==> src/rtl/mcu_pkg.sv <==
package mcu_pkg;
    typedef enum logic [1:0] {
        TAG_Y1 = 2'd0,
        TAG_Y2 = 2'd1,
        TAG_CB = 2'd2,
        TAG_CR = 2'd3
    } comp_tag_t;

    typedef enum logic [2:0] {
        ST_WAIT,
        ST_LUMA_L,
        ST_LUMA_R,
        ST_CHR_B,
        ST_CHR_R
    } phase_t;

    localparam int BLK_DIM   = 8;
    localparam int BLK_PIX   = BLK_DIM * BLK_DIM;
    localparam int UNIT_W_PX = 2 * BLK_DIM;
    localparam int STORE_D   = 2 * BLK_PIX;
endpackage

==> src/rtl/mcu_seq.sv <==
module mcu_seq
    import mcu_pkg::*;
#(
    parameter int LINE_W = 64
) (
    input  logic                              clk,
    input  logic                              rst_n,
    input  logic                              unit_avail,
    input  logic                              slot_free,
    input  logic                              out_pending,
    output logic                              step,
    output phase_t                            phase,
    output comp_tag_t                         tag,
    output logic                              blk_last,
    output logic                              lb_rd_en,
    output logic [$clog2(BLK_DIM*LINE_W)-1:0] lb_rd_addr,
    output logic                              st_wr_en,
    output logic [$clog2(STORE_D)-1:0]        st_wr_idx,
    output logic [$clog2(STORE_D)-1:0]        st_rd_idx
);
    localparam int ADDR_W = $clog2(BLK_DIM * LINE_W);
    localparam int CNT_W  = $clog2(BLK_PIX);
    localparam int RC_W   = $clog2(BLK_DIM);
    localparam int UNITS  = LINE_W / UNIT_W_PX;
    localparam int UNIT_W = (UNITS > 1) ? $clog2(UNITS) : 1;

    phase_t             phase_nx;
    logic [CNT_W-1:0]   cnt;
    logic [UNIT_W-1:0]  unit_idx;
    logic [RC_W-1:0]    row;
    logic [RC_W-1:0]    col;
    logic               cnt_end;
    logic               luma;

    assign row     = cnt[CNT_W-1:RC_W];
    assign col     = cnt[RC_W-1:0];
    assign cnt_end = (cnt == CNT_W'(BLK_PIX - 1));
    assign luma    = (phase == ST_LUMA_L) || (phase == ST_LUMA_R);

    always_ff @(posedge clk) begin
        if (!rst_n) phase <= ST_WAIT;
        else        phase <= phase_nx;
    end

    always_comb begin
        phase_nx = phase;
        unique case (phase)
            ST_WAIT:   if (unit_avail && !out_pending) phase_nx = ST_LUMA_L;
            ST_LUMA_L: if (step && cnt_end) phase_nx = ST_LUMA_R;
            ST_LUMA_R: if (step && cnt_end) phase_nx = ST_CHR_B;
            ST_CHR_B:  if (step && cnt_end) phase_nx = ST_CHR_R;
            ST_CHR_R:  if (step && cnt_end) phase_nx = ST_WAIT;
            default:   phase_nx = ST_WAIT;
        endcase
    end

    always_ff @(posedge clk) begin
        if (!rst_n) begin
            cnt      <= '0;
            unit_idx <= '0;
        end else if (step) begin
            cnt <= cnt + 1'b1;
            if (phase == ST_CHR_R && cnt_end)
                unit_idx <= (unit_idx == UNIT_W'(UNITS - 1)) ? '0 : unit_idx + 1'b1;
        end
    end

    always_comb begin
        step     = (phase != ST_WAIT) && slot_free;
        lb_rd_en = step && luma;
        st_wr_en = lb_rd_en;
        blk_last = cnt_end;
        tag      = TAG_Y1;
        unique case (phase)
            ST_LUMA_R: tag = TAG_Y2;
            ST_CHR_B:  tag = TAG_CB;
            ST_CHR_R:  tag = TAG_CR;
            default:   tag = TAG_Y1;
        endcase
        lb_rd_addr = ADDR_W'(row) * ADDR_W'(LINE_W)
                   + ADDR_W'(unit_idx) * ADDR_W'(UNIT_W_PX)
                   + ((phase == ST_LUMA_R) ? ADDR_W'(BLK_DIM) : ADDR_W'(0))
                   + ADDR_W'(col);
        st_wr_idx  = {(phase == ST_LUMA_R), row, col};
        st_rd_idx  = {col[RC_W-1], row, col[RC_W-2:0], 1'b0};
    end

    AST_START_CLEAN: assert property (@(posedge clk) disable iff (!rst_n)
        (phase == ST_LUMA_L && cnt == '0 && step) |-> !out_pending);

endmodule

==> src/rtl/mcu_chroma_store.sv <==
module mcu_chroma_store
    import mcu_pkg::*;
#(
    parameter int PW = 8
) (
    input  logic                       clk,
    input  logic                       wr_en,
    input  logic [$clog2(STORE_D)-1:0] wr_idx,
    input  logic [2*PW-1:0]            wr_chroma,
    input  logic [$clog2(STORE_D)-1:0] rd_idx,
    output logic [2*PW-1:0]            rd_chroma
);
    for (genvar p = 0; p < 2; p++) begin : g_plane
        logic [PW-1:0] mem [STORE_D];
        always_ff @(posedge clk) begin
            if (wr_en) mem[wr_idx] <= wr_chroma[p*PW +: PW];
        end
        assign rd_chroma[p*PW +: PW] = mem[rd_idx];
    end
endmodule

==> src/rtl/mcu_out_stage.sv <==
module mcu_out_stage
    import mcu_pkg::*;
#(
    parameter int PW = 8
) (
    input  logic            clk,
    input  logic            rst_n,
    input  logic            load,
    input  logic [PW-1:0]   in_data,
    input  comp_tag_t       in_tag,
    input  logic            in_last,
    input  logic            o_ready,
    output logic            slot_free,
    output logic            o_valid,
    output logic [PW-1:0]   o_data,
    output comp_tag_t       o_tag,
    output logic            o_last
);
    assign slot_free = !o_valid || o_ready;

    always_ff @(posedge clk) begin
        if (!rst_n) begin
            o_valid <= 1'b0;
            o_data  <= '0;
            o_tag   <= TAG_Y1;
            o_last  <= 1'b0;
        end else if (load) begin
            o_valid <= 1'b1;
            o_data  <= in_data;
            o_tag   <= in_tag;
            o_last  <= in_last;
        end else if (o_ready) begin
            o_valid <= 1'b0;
        end
    end

    AST_STALL_HOLD: assert property (@(posedge clk) disable iff (!rst_n)
        (o_valid && !o_ready) |=> (o_valid && $stable(o_data) && $stable(o_tag) && $stable(o_last)));

    AST_LAST_SPACED: assert property (@(posedge clk) disable iff (!rst_n)
        (o_valid && o_ready && o_last) |=> (!o_valid || !o_last));

endmodule

==> src/rtl/mcu_reader.sv <==
module mcu_reader
    import mcu_pkg::*;
#(
    parameter int PW     = 8,
    parameter int LINE_W = 64
) (
    input  logic                              clk,
    input  logic                              rst_n,
    input  logic                              unit_avail,
    output logic                              lb_rd_en,
    output logic [$clog2(BLK_DIM*LINE_W)-1:0] lb_rd_addr,
    input  logic [3*PW-1:0]                   lb_rd_data,
    output logic                              o_valid,
    input  logic                              o_ready,
    output logic [1:0]                        o_tag,
    output logic                              o_last,
    output logic [PW-1:0]                     o_data
);
    localparam int IDX_W = $clog2(STORE_D);

    logic             step, slot_free, blk_last, st_wr_en;
    phase_t           phase;
    comp_tag_t        tag, tag_q;
    logic [IDX_W-1:0] st_wr_idx, st_rd_idx;
    logic [2*PW-1:0]  rd_chroma;
    logic [PW-1:0]    smp;

    mcu_seq #(.LINE_W(LINE_W)) u_seq (
        .clk(clk), .rst_n(rst_n), .unit_avail(unit_avail),
        .slot_free(slot_free), .out_pending(o_valid),
        .step(step), .phase(phase), .tag(tag), .blk_last(blk_last),
        .lb_rd_en(lb_rd_en), .lb_rd_addr(lb_rd_addr),
        .st_wr_en(st_wr_en), .st_wr_idx(st_wr_idx), .st_rd_idx(st_rd_idx)
    );

    // plane 0 holds Cr, plane 1 holds Cb
    mcu_chroma_store #(.PW(PW)) u_store (
        .clk(clk), .wr_en(st_wr_en), .wr_idx(st_wr_idx),
        .wr_chroma(lb_rd_data[2*PW-1:0]),
        .rd_idx(st_rd_idx), .rd_chroma(rd_chroma)
    );

    always_comb begin
        unique case (phase)
            ST_CHR_B: smp = rd_chroma[2*PW-1:PW];
            ST_CHR_R: smp = rd_chroma[PW-1:0];
            default:  smp = lb_rd_data[3*PW-1:2*PW];
        endcase
    end

    mcu_out_stage #(.PW(PW)) u_out (
        .clk(clk), .rst_n(rst_n), .load(step), .in_data(smp),
        .in_tag(tag), .in_last(blk_last), .o_ready(o_ready),
        .slot_free(slot_free), .o_valid(o_valid), .o_data(o_data),
        .o_tag(tag_q), .o_last(o_last)
    );

    assign o_tag = tag_q;

    AST_CHROMA_NO_READ: assert property (@(posedge clk) disable iff (!rst_n)
        (o_valid && (o_tag == TAG_CB || o_tag == TAG_CR)) |-> !lb_rd_en);

endmodule

==> config.mk <==
export PLATFORM = sky130hd
export DESIGN_NAME = mcu_reader
export DESIGN_NICKNAME = d
export VERILOG_FILES = /design/src/rtl/mcu_pkg.sv /design/src/rtl/mcu_seq.sv /design/src/rtl/mcu_chroma_store.sv /design/src/rtl/mcu_out_stage.sv /design/src/rtl/mcu_reader.sv
export SDC_FILE = /design/constraint.sdc
export NUM_CORES = 1
export LEC_CHECK = 0
export BUFFER_PORTS_ARGS = -buffer_cell sky130_fd_sc_hd__buf_2
export CAP_MARGIN = 20
export CORE_MARGIN = 2
export CORE_UTILIZATION = 40
export DETAILED_ROUTE_END_ITERATION = 10
export HOLD_SLACK_MARGIN = 0.03
export PLACE_DENSITY = 0.54
export RECOVER_POWER = 100
export SYNTH_ARGS = -nofsm -noshare
export SYNTH_HDL_FRONTEND = slang
export SYNTH_SLANG_ARGS = --single-unit
==> constraint.sdc <==
create_clock -name clk -period 2.65 [get_ports clk]
set_input_delay 0.53 -clock clk [delete_from_list [all_inputs] [get_ports clk]]
set_output_delay 0.53 -clock clk [all_outputs]
set_load 0.02 [all_outputs]
## Word-level counts from Yosys, hierarchy flattened

Memories as Yosys holds them, arrays and structs flattened. A register that Yosys moved wholly into a read port is not among the register bits.
Cells that the tools add are included.

| word-level totals | value |
|---|---|
| register bits | 23 |
| RAM bits | 2,048 |
| bits of input ports | 28 |
| output and inout bits | 22 |
| logic and storage cells | 56 |
| memories kept | 2 |

Memory list:

| name | words | width | rd ports | clocked after memory_dff | write ports | line | source |
|---|---|---|---|---|---|---|---|
| u_store.g_plane[0].mem | 128 | 8 | 1 | 1 | 1 | mcu_chroma_store.sv:14 | `logic [PW-1:0] mem [STORE_D];` |
| u_store.g_plane[1].mem | 128 | 8 | 1 | 1 | 1 | mcu_chroma_store.sv:14 |  |

| operators by class | value |
|---|---|
| add/sub/neg operators | 5 |
| equality and inequality tests | 11 |
| muxes and demuxes | 18 |
| reductions and logical operators | 13 |

Operators with widths:

| cell | number |
|---|---|
| $mux W7 | 4 |
| $pmux W8 S2 | 1 |
| $mux W3 | 5 |
| $pmux W3 S5 | 1 |
| $add A9 B3 Y9 | 1 |
| $add A9 B6 Y9 | 1 |
| $add A9 B9 Y9 | 1 |
| $add A6 B1 Y6 const B | 1 |
| $eq A3 B2 Y1 const B | 2 |
| $eq A6 B6 Y1 const B | 1 |
| $ne A2 B1 Y1 const B | 3 |
| $pmux W2 S3 | 1 |
| $logic_and A1 B1 Y1 | 5 |
| $reduce_and A5 Y1 | 1 |
| $mux W1 | 4 |
| $mux W4 | 1 |
| $ne A2 B2 Y1 const B | 2 |
| $eq A3 B1 Y1 const B | 1 |
| $eq A3 B3 Y1 const B | 1 |
| $logic_not A3 Y1 | 1 |
| $reduce_bool A3 Y1 | 1 |
| $add A2 B1 Y2 const B | 1 |
| $eq A2 B2 Y1 const B | 1 |
| $logic_or A1 B1 Y1 | 2 |
| other kinds (4) | 4 |

## Longest topological paths before layout

| logic depth | value |
|---|---|
| depth in word-level cells | 6 |
| gate-level depth with buffers | 12 |
| mapped depth without buffers | 6 |

## By module

From an unflattened synthesis, not the netlist that was laid out.

| unflattened totals | value |
|---|---|
| cells, all modules | 3,228 |
| area, all modules | 79,651.4 µm² |

Modules (own cells, without submodules):

| module | instances | cells an instance | area an instance (µm²) | sequential area each (µm²) |
|---|---|---|---|---|
| mcu_chroma_store | 1 | 3,064 | 78,176.2 | 61,499.0 |
| mcu_seq | 1 | 85 | 719.4 | 220.2 |
| mcu_out_stage | 1 | 39 | 451.7 | 240.2 |
| mcu_reader | 1 | 40 | 304.0 | 0.0 |

## Least setup slack after synthesis

OpenSTA, ideal clock, no wires.

| timing path | value |
|---|---|
| path kind | input to register |
| from | input port o_ready |
| to | memory u_store.g_plane[0].mem[56][0], enable pin |
| library setup time | 0.388 ns |
| arrival time | 2.763 ns |
| required time | 2.262 ns |
| path slack | -0.501 ns |
| stages | 7 |
| buffers on the path | 2 |
| path through | nor2b_1 -> nor3_1 -> nand2b_1 -> or3_1 -> clkbuf_1 -> clkbuf_1 -> nor2_1 |

| between the ends | value |
|---|---|
| word-level cells in the longest chain between the ends | 5 |

RTL lines:

| item | line | source |
|---|---|---|
| from (decl) | mcu_reader.sv:14 | `input logic o_ready,` |
| $logic_or A1 B1 Y1 | mcu_out_stage.sv:19 | `assign slot_free = !o_valid \|\| o_ready;` |
| $logic_and A1 B1 Y1 | mcu_seq.sv:69 | `step = (phase != ST_WAIT) && slot_free;` |
| $logic_and A1 B1 Y1 | mcu_seq.sv:70 | `lb_rd_en = step && luma;` |
| named net lb_rd_en | mcu_reader.sv:10 | `output logic lb_rd_en,` |
| $mux W1 | mcu_chroma_store.sv:16 | `if (wr_en) mem[wr_idx] <= wr_chroma[p*PW +: PW];` |
| $mux W1 (implied by the code) | mcu_chroma_store.sv:16 |  |
| to (decl) | mcu_chroma_store.sv:14 |  |

The timed path passes the listed nets, and every way through them passes these cells.

==> run summary <==
• run status: finished, violations left
• violated checks: capacitance limit, slew limit
• number of detailed-route iterations in the first pass: 5
• fraction of power consumed by the clock network: 43.6%
• count of warnings emitted by yosys: 0
• number of buffers created by CTS: 108
• endpoints failing hold: 0
• final period utilization: 98.8%
• post-synth net total: 1950
• clk slew on worst S/H paths: 60 ps
• slowest library cell on the worst path: mux4_2
• Clock Sinks: 1053
• Fin Clk Skew: 30.9 ps
• initial antenna violation count: 5
• Post-Route Hold Slack: 228 ps
• HPWL after detailed placement: 67600 µm
• cell-internal power: 28.4 mW
• H-tree depth: 3
• cell count after synthesis: 1920
• combined buffer and inverter count along the critical path: 3
• Die Area: 0.104 mm²
• met3 track demand over resource in global routing: 4.73%
• Initial Util: 40.2%
• data arrival at the endpoint of the critical path: 3180 ps
• Final Routed Wirelength: 109000 µm
• Mapped Area: 0.0407 mm²
• Max-Slew Margin vs Limit: -44.2%
• via-per-instance ratio: 5.49
• number of cells on the worst hold path: 3
• root buf cell: clkbuf_16
• power dissipated by switching net loads: 7.41 mW
• depth of the critical timing path with buffers and inverters included: 9
• Site Rows: 117
• part of the power in combinational logic: 5.2%
• maximum number of pins on one net before global-route repair: 65
• pins over their slew limit: 261
• maximum VDD drop: 0.529 mV
• first-pass GRT wire length: 154000 µm
• number of global-route vias before repair: 21017
• Post-DRT Antenna Nets: 0
• Clock Latency Late Sink: 680 ps
• slew at the pin closest to its max-slew limit: 2160 ps
• share of power burned in registers: 51.2%
• Post-synth EDFFs: 1024
• sequential fraction of the synthesis area: 76.9%
• capturing element type of the critical path: flop
• Top Usage Layer GRT: met2
• predominant post-synthesis flop cell: edfxtp_1
• final net count: 2285
• final number of setup-violating endpoints: 0
• number of vias in the routed layout: 20398
• ratio of cells with drive above 1 in the final layout: 30.8%
• count of different cell masters after synthesis: 43
• setup repair after global routing missed its margin: true
• post-detailed-route wirelength per cell: 29.4 µm
• most frequent cells in the layout: edfxtp_1, mux4_2, buf_4
• # port buffers: 49
• Avg Synthesized Cell Area: 21.2 µm²
• number of cells after detailed placement: 3481
• largest fanout on the critical path: 6
• CTS tree: done
• most common cell after layout, fill and taps aside: edfxtp_1
• post-layout min period: 2620 ps
• global-route total usage across every layer: 21.0%
• worst setup timing slack at the placement stage: -419 ps
• hold-fix buffer count after cts: 0
• chip height: 323 µm
• required time of the critical path: 3220 ps
• worst setup margin: 30.9 ps
• worst hold-check path type: in -> reg
• Clock Path Buffers: 3
• core area: 0.101 mm²
• DRT iter0 DRCs: 2038
• count of pins on the block boundary: 50
• cell-by-cell listing of the critical path: buf_4 > clkbuf_16 > mux4_2 > mux4_2 > mux2i_1 > buf_4 > nor2_1 > a2111oi_2 > a21oi_1
• Top Family by Delay on Critical Path: multiplexers
• Register-to-Register Path Depth: 9
• Switching Share: 20.7%
• x dimension of the die: 323 µm
• Startpoint Class: flop
• max-cap viol count: 8
• area growth from synthesis to layout: 19.2%
• post-synthesis async set-or-reset flop share: 0%
• critical path's largest stage delay: 530 ps
• Cell Pwr Density: 738 mW/mm²
• static leakage: 15.0 nW
• Max Clk Rate: 382 MHz
• Synth Register Bits: 1053
• final weighted congestion in routability-driven placement: 0.948
• global-route congestion overflow total: 0
• Residual DRC: 0
• total negative setup slack: 0 ps
• met2 demand-to-capacity share in global routing: 34.1%
• Setup CP Type: reg -> reg
• met1 usage in global routing: 28.4%
• Non-Filler Instances: 3716
final timing paths:
path | start | to | slack, ps
max | flop | u_out.o_data[2] | 30
min | lb_rd_data[23] | u_out.o_data[7] | 230
max reg2reg | flop | u_out.o_data[2] | 30
min reg2reg | u_out.o_last | u_out.o_last | 570
synthesized netlist by cell type (15+ instances only):
library cell | n | area share, %
a21oi_1 | 37 | 0.45
a22oi_1 | 63 | 1.2
buf_2 | 42 | 0.52
clkbuf_1 | 33 | 0.30
dfxtp_1 | 29 | 1.4
edfxtp_1 | 1024 | 76
mux2_2 | 22 | 0.61
mux2i_1 | 149 | 3.7
mux4_2 | 221 | 12
nand2_1 | 38 | 0.35
nor2_1 | 85 | 0.78
nor2b_1 | 17 | 0.26
o21ai_0 | 15 | 0.18
flip-flops by register name, summed over array words and instances, names as in the netlist, named ones only:
name,cells
u_out.o_last,1
u_out.o_tag,2
u_out.o_valid,1
u_store.g_plane.mem,1024
u_seq.unit_idx,2
u_seq.cnt,6
u_out.o_data,8
u_seq.phase,3
power groups by stage:
stage | Combinational (mW) | Sequential (mW) | Clock, mW
after detailed placement | 1.80 | 18.7 | 0
final | 1.85 | 18.4 | 15.6
after floorplan | 0.827 | 18.7 | 0
after global routing | 1.96 | 18.3 | 16.6
after global placement | 1.78 | 18.7 | 0
after CTS | 1.88 | 18.3 | 16.0
logic make-up (layout without fill, tap and decap cells):
family / Yosys count / count (layout) / synth area share, %
AOI/OAI and AO/OA: 170 / 170 / 2.84
and+or+nand+nor: 189 / 189 / 2.13
muxes: 392 / 392 / 16.5
other: 0 / 1 / 0
adders and majority gates: 2 / 2 / 0.0614
xor gates and xnor gates: 6 / 6 / 0.129
buffers and inverters: 108 / 535 / 1.41
DFF: 1053 / 1053 / 76.9
stage by stage:
| stage | total power [mW] | util, % | instance area (µm²) |
|---|---|---|---|
| 6_report | 35.8 | 47.9 | 48500 |
| 2_1_floorplan | 19.5 | - | 40900 |
| 3_3_place_gp | 20.5 | 44.7 | 45300 |
| 4_1_cts | 36.2 | 48.6 | 49300 |
| 5_1_grt | 36.9 | 47.9 | 48500 |
| 3_5_place_dp | 20.5 | 44.7 | 45300 |
worst register-to-register path, cell delays in order, from the launching register on:
cell and delay [ps]:
dfxtp_4 390, buf_4 150, clkbuf_16 150, mux4_2 500, mux4_2 530, mux2i_1 150, buf_4 160, nor2_1 60
a2111oi_2 320, a21oi_1 110
cell type report:
class | instances | area [µm²]
inverter | 1 | 3.75
antenna | 1 | 2.50
multi-input combinational | 759 | 8970
sequential | 1053 | 31300
fill | 8421 | 52800
clock inverter | 67 | 779
tap | 1368 | 1710
clock buffer | 135 | 2880
timing repair buffer | 332 | 2860
metal layers:
layer	vias to the layer above	wire, µm	share of wire [%]
met3	147	7880	7.2
met5	-	11	0.010
met4	2	2760	2.5
met1	10890	45600	42
met2	676	52800	48
li1	8683	-	-
timing repair:
action | CTS | global route
buffers inserted | 12 | 14
gates cloned | 4 | 3
setup endpoints to repair | 8 | 20
gates resized for setup | 21 | 22
pin swaps | 1 | 6
No activity file was read; power rests on OpenSTA's default activity.
